<file path="config.mk">
export PLATFORM = sky130hd
export DESIGN_NAME = uart_idle_detect
export DESIGN_NICKNAME = d
export VERILOG_FILES = /design/src/rtl/uart_idle_pkg.sv /design/src/rtl/idle_len_limit.sv /design/src/rtl/idle_bit_counter.sv /design/src/rtl/idle_flag_ctrl.sv /design/src/rtl/uart_idle_detect.sv
export SDC_FILE = /design/constraint.sdc
export NUM_CORES = 1
export LEC_CHECK = 0
export CAP_MARGIN = 20
export CELL_PAD_IN_SITES_DETAIL_PLACEMENT = 1
export CELL_PAD_IN_SITES_GLOBAL_PLACEMENT = 2
export CORE_MARGIN = 5
export CORE_UTILIZATION = 26
export CTS_CLUSTER_DIAMETER = 150
export CTS_CLUSTER_SIZE = 30
export DETAILED_ROUTE_END_ITERATION = 10
export HOLD_SLACK_MARGIN = 0.1
export PLACE_DENSITY = 0.77
export SLEW_MARGIN = 5
export SYNTH_ARGS = -nofsm -noshare
export SYNTH_HDL_FRONTEND = slang
export SYNTH_SLANG_ARGS = --single-unit
</file>
<file path="constraint.sdc">
create_clock -name clk -period 4.86 [get_ports clk]
set_clock_uncertainty 0.1 [all_clocks]
set_input_delay 0.972 -clock clk [delete_from_list [all_inputs] [get_ports clk]]
set_output_delay 0.972 -clock clk [all_outputs]
set_load 0.02 [all_outputs]
</file>
<file path="src/rtl/uart_idle_pkg.sv">
// Package: shared types for the UART idle line detector.
// Assumes: nothing beyond standard SystemVerilog.
package uart_idle_pkg;

    // Where idle counting begins within a character.
    typedef enum logic {
        IDLE_FROM_START = 1'b0,
        IDLE_FROM_STOP  = 1'b1
    } idle_mode_e;

endpackage

</file>
<file path="src/rtl/idle_len_limit.sv">
// Module: idle_len_limit
// Turns the configured character length into the idle threshold,
// clamping it into [MIN_BITS, MAX_BITS].
// Assumes: char_len is quasi-static while a character is being counted.
module idle_len_limit #(
    parameter int LEN_W    = 4,
    parameter int MIN_BITS = 10,
    parameter int MAX_BITS = 13,
    parameter int CNT_W    = $clog2(MAX_BITS + 1)
) (
    input  logic [LEN_W-1:0] char_len,
    output logic [CNT_W-1:0] limit
);

    // Clamp the requested length into the legal window.
    always_comb begin
        if (int'(char_len) < MIN_BITS) begin
            limit = CNT_W'(MIN_BITS);
        end else if (int'(char_len) > MAX_BITS) begin
            limit = CNT_W'(MAX_BITS);
        end else begin
            limit = CNT_W'(char_len);
        end
    end

endmodule

</file>
<file path="src/rtl/idle_bit_counter.sv">
// Module: idle_bit_counter
// Counts consecutive high bit times once counting is enabled. The enable
// opens at the start event (mode FROM_START) or at the stop-end event
// (mode FROM_STOP). The count saturates at limit.
// Assumes: event strobes are single-cycle; a start event takes priority
// over a stop-end event, which takes priority over a bit tick.
module idle_bit_counter
    import uart_idle_pkg::*;
#(
    parameter int CNT_W = 4
) (
    input  logic             clk,
    input  logic             rst_n,
    input  logic             rx_level,
    input  logic             bit_tick,
    input  logic             start_evt,
    input  logic             stop_end_evt,
    input  idle_mode_e       idle_mode,
    input  logic [CNT_W-1:0] limit,
    output logic [CNT_W-1:0] cnt,
    output logic             reached
);

    logic gate;

    // Counter and counting window update.
    always_ff @(posedge clk) begin
        if (!rst_n) begin
            cnt  <= '0;
            gate <= 1'b0;
        end else if (start_evt) begin
            cnt  <= '0;
            gate <= (idle_mode == IDLE_FROM_START);
        end else if (stop_end_evt && (idle_mode == IDLE_FROM_STOP)) begin
            cnt  <= '0;
            gate <= 1'b1;
        end else if (bit_tick) begin
            if (!rx_level) begin
                cnt <= '0;
            end else if (gate && (cnt < limit)) begin
                cnt <= cnt + 1'b1;
            end
        end
    end

    // Threshold compare: a full character time of high level seen.
    always_comb reached = gate && (cnt >= limit);


    low_zeroes_cnt_chk: assert property (@(posedge clk) disable iff (!rst_n)
        (bit_tick && !rx_level && !start_evt && !stop_end_evt) |=> (cnt == '0));


    start_zeroes_cnt_chk: assert property (@(posedge clk) disable iff (!rst_n)
        start_evt |=> (cnt == '0));


    stop_mode_hold_chk: assert property (@(posedge clk) disable iff (!rst_n)
        (start_evt && idle_mode == IDLE_FROM_STOP) |=> !reached);


    cnt_saturate_chk: assert property (@(posedge clk) disable iff (!rst_n)
        (cnt == limit && !start_evt && !stop_end_evt && bit_tick && rx_level)
        |=> (cnt == $past(cnt)));

endmodule

</file>
<file path="src/rtl/idle_flag_ctrl.sv">
// Module: idle_flag_ctrl
// Holds the arm state and the sticky flag. Setting the flag disarms the
// detector; a stored character or a break re-arms it.
// Assumes: reached comes from idle_bit_counter; strobes are single-cycle.
module idle_flag_ctrl (
    input  logic clk,
    input  logic rst_n,
    input  logic reached,
    input  logic char_stored,
    input  logic break_set,
    input  logic clear_w1c,
    output logic armed,
    output logic idle_flag
);

    logic set_now;
    logic rearm;

    // Set and re-arm conditions.
    always_comb begin
        set_now = armed && reached;
        rearm   = char_stored || break_set;
    end

    // Arm state: re-arm has priority over the disarm that a set causes.
    always_ff @(posedge clk) begin
        if (!rst_n) begin
            armed <= 1'b0;
        end else if (rearm) begin
            armed <= 1'b1;
        end else if (set_now) begin
            armed <= 1'b0;
        end
    end

    // Sticky flag: set wins over a simultaneous clear.
    always_ff @(posedge clk) begin
        if (!rst_n) begin
            idle_flag <= 1'b0;
        end else if (set_now) begin
            idle_flag <= 1'b1;
        end else if (clear_w1c) begin
            idle_flag <= 1'b0;
        end
    end


    set_needs_arm_chk: assert property (@(posedge clk) disable iff (!rst_n)
        $rose(idle_flag) |-> $past(armed));


    set_disarms_chk: assert property (@(posedge clk) disable iff (!rst_n)
        (armed && reached && !char_stored && !break_set) |=> !armed);


    flag_sticky_chk: assert property (@(posedge clk) disable iff (!rst_n)
        (idle_flag && !clear_w1c) |=> idle_flag);


    flag_clear_chk: assert property (@(posedge clk) disable iff (!rst_n)
        (clear_w1c && !(armed && reached)) |=> !idle_flag);

endmodule

</file>
<file path="src/rtl/uart_idle_detect.sv">
// Module: uart_idle_detect (top)
// Raises a sticky one-shot flag once the receive line has stayed high for
// one full character time after activity.
// Assumes: rx_level is synchronized; strobes come from the receiver's
// bit timing and framing logic in the same clock domain.
module uart_idle_detect
    import uart_idle_pkg::*;
#(
    parameter int LEN_W    = 4,
    parameter int MIN_BITS = 10,
    parameter int MAX_BITS = 13
) (
    input  logic             clk,
    input  logic             rst_n,
    input  logic             rx_level,
    input  logic             bit_tick,
    input  logic             start_evt,
    input  logic             stop_end_evt,
    input  logic             char_stored,
    input  logic             break_set,
    input  logic [LEN_W-1:0] char_len,
    input  logic             idle_after_stop,
    input  logic             clear_w1c,
    output logic             idle_flag
);

    localparam int CNT_W = $clog2(MAX_BITS + 1);

    logic [CNT_W-1:0] limit;
    logic [CNT_W-1:0] cnt;
    logic             reached;
    logic             armed;
    idle_mode_e       idle_mode;

    // Map the plain mode pin onto the enum.
    always_comb idle_mode = idle_mode_e'(idle_after_stop);

    idle_len_limit #(
        .LEN_W    (LEN_W),
        .MIN_BITS (MIN_BITS),
        .MAX_BITS (MAX_BITS),
        .CNT_W    (CNT_W)
    ) u_limit (
        .char_len (char_len),
        .limit    (limit)
    );

    idle_bit_counter #(
        .CNT_W (CNT_W)
    ) u_counter (
        .clk          (clk),
        .rst_n        (rst_n),
        .rx_level     (rx_level),
        .bit_tick     (bit_tick),
        .start_evt    (start_evt),
        .stop_end_evt (stop_end_evt),
        .idle_mode    (idle_mode),
        .limit        (limit),
        .cnt          (cnt),
        .reached      (reached)
    );

    idle_flag_ctrl u_flag (
        .clk         (clk),
        .rst_n       (rst_n),
        .reached     (reached),
        .char_stored (char_stored),
        .break_set   (break_set),
        .clear_w1c   (clear_w1c),
        .armed       (armed),
        .idle_flag   (idle_flag)
    );


    limit_range_chk: assert property (@(posedge clk) disable iff (!rst_n)
        (int'(limit) >= MIN_BITS) && (int'(limit) <= MAX_BITS));


    reset_flag_chk: assert property (@(posedge clk)
        !rst_n |=> !idle_flag);

endmodule

</file>
==> results.cfg, run 1 <==
[run_status]
status = finished, final reports clean

[routing]
dr.pass1.iters = 4
route.antenna.remaining_nets = 0
num_vias = 520
route.detailed.drc = 0
viasPerCell = 5.15
wl_per_cell_um = 13.1
drt_wl_total_mm = 1.32
drt-initial-drc-count = 3

[synthesis]
synthArstFlopShare_pct = 0
synth_common_cells = nand2_1 (9), dfxtp_1 (7), ha_1 (5)
netlist_area_um2 = 490
yosysMostFrequentCell = nand2_1
syn_area_per_cell_um2 = 8.46
synth_cell_types = 26
yosysTopAreaCell = dfxtp_1
yosysTopAreaCellShare_pct = 28.6
yosys-top-cells-area = dfxtp_1 (29%), ha_1 (13%), nand2_1 (6.9%)
synthCells = 58
ys_ff_latch = 7
synth-edff-count = 0
ys_seq_area_share_pct = 28.6
syn_nets = 77
synth_warnings = 0
synthFlopType = dfxtp_1

[worst_setup_path]
r2r_start = u_counter.cnt[3]
r2r_end = u_counter.cnt[3]
r2r_slack_ns = 2.91
crit_required_ns = 4.94
crit_arrival_ns = 2.98
crit_type = in2reg
critPathCaptureType = register
endpoint = u_counter.cnt[0]
reg2reg_depth = 5
crit_path_start_kind = input port
cp_max_fo = 7
cp-startpoint = char_len[2]

[layout]
diodes = 0
layout.nets = 96
area_growth_pct = 40.3
drive_gt1_share_pct = 7.89
fill_cells = 226
postLayoutCoreUtil_pct = 39.0

[die]
core-area_mm2 = 0.00176
io_pins = 15
start_util_pct = 27.8
dieArea_mm2 = 0.00285
rows = 15
die_h_um = 53.4
die_w_um = 53.4

[pwr]
seq_power_share_pct = 42.7
vdd_drop_max_uv = 71.4
internal-power_w = 0.000105
pwr-share-clk_pct = 38.8
p_leak_nw = 0.263
switchingPower_w = 0.0000364
total_power_w = 0.000142
combPwrFrac_pct = 18.5
swShare_pct = 25.7
power.density_mw_per_mm2 = 206

[placed_design]
preCtsSetupSlack_ns = 1.67
place.port_buffers = 14
place_hpwl_mm = 1.08
gp_congestion = 0.755

[global_route]
grt_use_total_pct = 11.4
grt_overflow = 0
antenna_found_initial = 0
grt_max_degree = 8
grt_pass1_vias = 552
grt_pass1_wl_mm = 2.26

[timing]
max_freq_mhz = 345
slew_viol_final = 0
rsz0062_at_grt = no
timing.hold.ws_ns = 0.412
postLayoutSetupSlackWorst_ns = 1.96
period_minus_slack_ns = 2.90
setup_viol = 0
tns_ns = 0
report.final.hold_viol_count = 0
post-route-period-util_pct = 59.6

[clocking]
cts_resized = 0
cts_buffer_depth = 2
hold_buffers = 0
cts.sinks = 7
cts_tree = built
cts_setup_buffers = 0
clock_latency_ns = 0.26
cts_inserted_buffers = 3
clk_pin_slew_ns = 0.05
htreeDepth = 1
cts-root-buf = clkbuf_4

[worst_hold_path]
hp-class = reg2reg

[flow_run]
cap_violations = 0
[through the flow]
stage	area, um2	instances
2_1_floorplan	490	58
3_3_place_gp	662	97
3_5_place_dp	662	97
4_1_cts	688	101
5_1_grt	688	101
6_report	688	101
[cells by family after synthesis]
logic type	count (synthesis)	synth area share, %
flip-flops	7	28.6
AO/OA/AOI/OAI	16	26.5
AND/OR/NAND/NOR	25	28.3
buffers and inverters	4	3.06
other	1	0.765
adder cells (fa/ha/maj)	5	12.8
[worst max-delay path, stage by stage]
cell and delay, ns:
clkdlybuf4s50_1 0.50, o21ai_0 0.09, a21boi_0 0.20, ha_1 0.23, nor2b_4 0.05, o211a_4 0.25, or4_1 0.51, a31oi_1 0.18
[cell type report]
cell class	count	area (um2)	share of cell area, %
multi-input cells	47	335	48.7
flip-flops and latches	7	140	20.4
repair buffers	14	140	20.4
well taps	25	31.3	4.55
clock buffers	4	26.3	3.82
inverters	4	15.0	2.18
[metal layers]
metal	routed length (um)	global-route usage, %
met1	627	12.6
met2	579	17.6
met3	75	4.51
met4	40	7.66
met5	0	0
[cell usage in the layout (no fill, tap or decap), types with 2 or more instances in the layout]
cell / count
a31oi_1: 3
clkbuf_4: 3
clkdlybuf4s50_1: 14
dfxtp_1: 7
ha_1: 5
inv_1: 4
nand2_1: 9
nand3_1: 3
nand4_1: 2
nor2_1: 3
nor3_1: 2
o211ai_1: 3
or4b_1: 2
[flip-flops by register name, indices dropped and copies added, names as in the netlist]
| register | cells |
|---|---|
| u_counter.cnt | 4 |
| u_counter.gate | 1 |
| u_flag.armed | 1 |
| u_flag.idle_flag | 1 |
[power by group through the flow]
stage	sequential (W)	clock, W	combinational, W
6_report	0.0000605	0.0000550	0.0000262
5_1_grt	0.0000607	0.0000598	0.0000287
4_1_cts	0.0000605	0.0000571	0.0000265
3_5_place_dp	0.0000618	0	0.0000262
3_3_place_gp	0.0000617	0	0.0000262
2_1_floorplan	0.0000613	0	0.0000111
[worst min path at each step]
stage / start / end / cells past startpoint
global route: u_flag.armed / u_flag.idle_flag / 1
floorplan: u_counter.cnt[3] / u_counter.cnt[3] / 2
CTS: u_flag.armed / u_flag.idle_flag / 1
global placement: u_flag.armed / u_flag.idle_flag / 1
detailed placement: u_flag.armed / u_flag.idle_flag / 1
finish: u_flag.armed / u_flag.idle_flag / 1
Power figures use the tool's default switching activity.
==> inputs of run 2 (changes only) <==
- CORE_UTILIZATION: 26 -> 22
- PLACE_DENSITY: 0.77 -> 0.69
- clock period: 4.86 -> 2.4 ns (I/O delays scaled with it)
==> run 2 against run 1 <==
  * Global-route usage down 1.5 points
  * Design area up 5.6%
  * Largest cell class unchanged
  * Register-to-register slack worse by 2.4 ns
  * Wire length up 8.9%
  * Setup slack worse by 1.9 ns
  * Worst hold slack better by 0.0073 ns
==> results.cfg, run 2 (synthesis results as in run 1) <==
[die]
die_w_um = 57.2
dieArea_mm2 = 0.00327
core-area_mm2 = 0.00217
start_util_pct = 22.6
io_pins = 15
rows = 17
die_h_um = 57.2

[clocking]
cts.sinks = 7
cts_buffer_depth = 2
cts_setup_buffers = 0
cts_inserted_buffers = 3
cts_resized = 0
cts_tree = built
hold_buffers = 0
clk_pin_slew_ns = 0.06
clock_latency_ns = 0.25
cts-root-buf = clkbuf_4
htreeDepth = 1

[worst_setup_path]
cp_max_fo = 5
crit_path_start_kind = input port
crit_required_ns = 2.47
crit_arrival_ns = 2.42
cp_slowest_cell = or4b_1
crit_type = in2reg
critPathTopFamily = simple AND/OR/NAND/NOR gates
critPathCaptureType = register
path_buf_inv = 2
slowest_delay_ns = 0.52
crit_path_cell_trace = clkdlybuf4s50_1 > nand2_2 > inv_1 > ha_1 > nor2b_4 > o211a_4 > or4b_1 > a31oi_1

[run_status]
status = finished, final reports clean

[layout]
drive_gt1_share_pct = 15.0
layout_commonest_cell = clkdlybuf4s50_1
largest-register = u_counter.cnt
diodes = 0
fill_cells = 269
layout.nets = 100
largest_register_ffs = 4
layout_common_cells = clkdlybuf4s50_1 (14), nand2_1 (8), dfxtp_1 (7)
area_growth_pct = 48.2
final_cells = 108
postLayoutCoreUtil_pct = 33.5

[timing]
postLayoutSetupSlackWorst_ns = 0.0566
report.final.hold_viol_count = 0
rsz0062_at_grt = no
slew_viol_final = 0
max_freq_mhz = 427
period_minus_slack_ns = 2.34
post-route-period-util_pct = 97.6
setup_viol = 0
timing.hold.ws_ns = 0.420

[global_route]
grt_use_total_pct = 9.89
grt_pass1_vias = 570
grt_overflow = 0
grt_pass1_wl_mm = 2.57
grt_max_degree = 7
antenna_found_initial = 0

[routing]
route.antenna.remaining_nets = 0
viasPerCell = 4.98
drt_wl_total_mm = 1.44
wl_met3_um = 85
dr_wl_met2_um = 709
drt-initial-drc-count = 12
routed.top_layer = met4
route.detailed.drc = 0
wl_per_cell_um = 13.3
dr.pass1.iters = 4
met1Wirelength_um = 612
num_vias = 538

[pwr]
vdd_drop_max_uv = 148
seq_power_share_pct = 42.7
combPwrFrac_pct = 20.2
power.density_mw_per_mm2 = 394
switchingPower_w = 0.0000706
total_power_w = 0.000287
p_leak_nw = 0.281
internal-power_w = 0.000216
swShare_pct = 24.7
pwr-share-clk_pct = 37.0

[worst_hold_path]
hp-class = reg2reg

[placed_design]
place.port_buffers = 14
gp_congestion = 0.714
preCtsSetupSlack_ns = -0.239
place_hpwl_mm = 1.22
dp_cells = 104

[flow_run]
cap_violations = 0
-- run 2: cell count changes in the layout (fill, tap and decap cells not counted) --
cell	delta
nand2_2	+1
a21boi_1	+1
a21boi_0	-1
ha_1	-1
ha_2	+1
buf_4	+4
nand2_1	-1
-- run 2: final timing paths --
kind	start	end	slack (ns)	cells past startpoint
max	char_len[2]	u_counter.cnt[1]	0.06	8
min	u_flag.armed	u_flag.idle_flag	0.42	1
min reg2reg	u_flag.armed	u_flag.idle_flag	0.42	1
max reg2reg	u_counter.cnt[1]	u_counter.cnt[1]	0.48	5
-- run 2: metal layers --
layer  vias to the layer above  global-route usage (%)
li1                        267                       -
met1                       250                    11.7
met2                        19                    17.0
met3                         2                    1.13
met4                         0                    5.96
met5                         -                       0
-- run 2: metrics by stage --
step | instance area, um2 | setup TNS, ns
global route | 727 | 0
global placement | 696 | -0.534
detailed placement | 696 | -0.770
finish | 727 | 0
CTS | 722 | 0
floorplan | 490 | 0
-- run 2: layout make-up --
class | instances | area (um2) | share of cell area, %
Tap cell | 28 | 35.0 | 4.82
Inverter | 4 | 15.0 | 2.07
Multi-Input combinational cell | 47 | 340 | 46.8
Sequential cell | 7 | 140 | 19.3
Timing Repair Buffer | 18 | 170 | 23.4
Clock buffer | 4 | 26.3 | 3.61
-- run 2: worst register-to-register path, stage by stage (launching register included) --
cell     delay [ns]
dfxtp_1        0.40
ha_1           0.28
nor2b_4        0.14
o211a_4        0.24
or4b_1         0.52
a31oi_1        0.16
-- run 2: power by group through the flow --
| stage | sequential (W) | clock, W | combinational [W] |
|---|---|---|---|
| global placement | 0.000125 | 0 | 0.0000564 |
| finish | 0.000122 | 0.000106 | 0.0000580 |
| floorplan | 0.000124 | 0 | 0.0000225 |
| global route | 0.000123 | 0.000120 | 0.0000647 |
| detailed placement | 0.000125 | 0 | 0.0000572 |
| CTS | 0.000123 | 0.000109 | 0.0000576 |
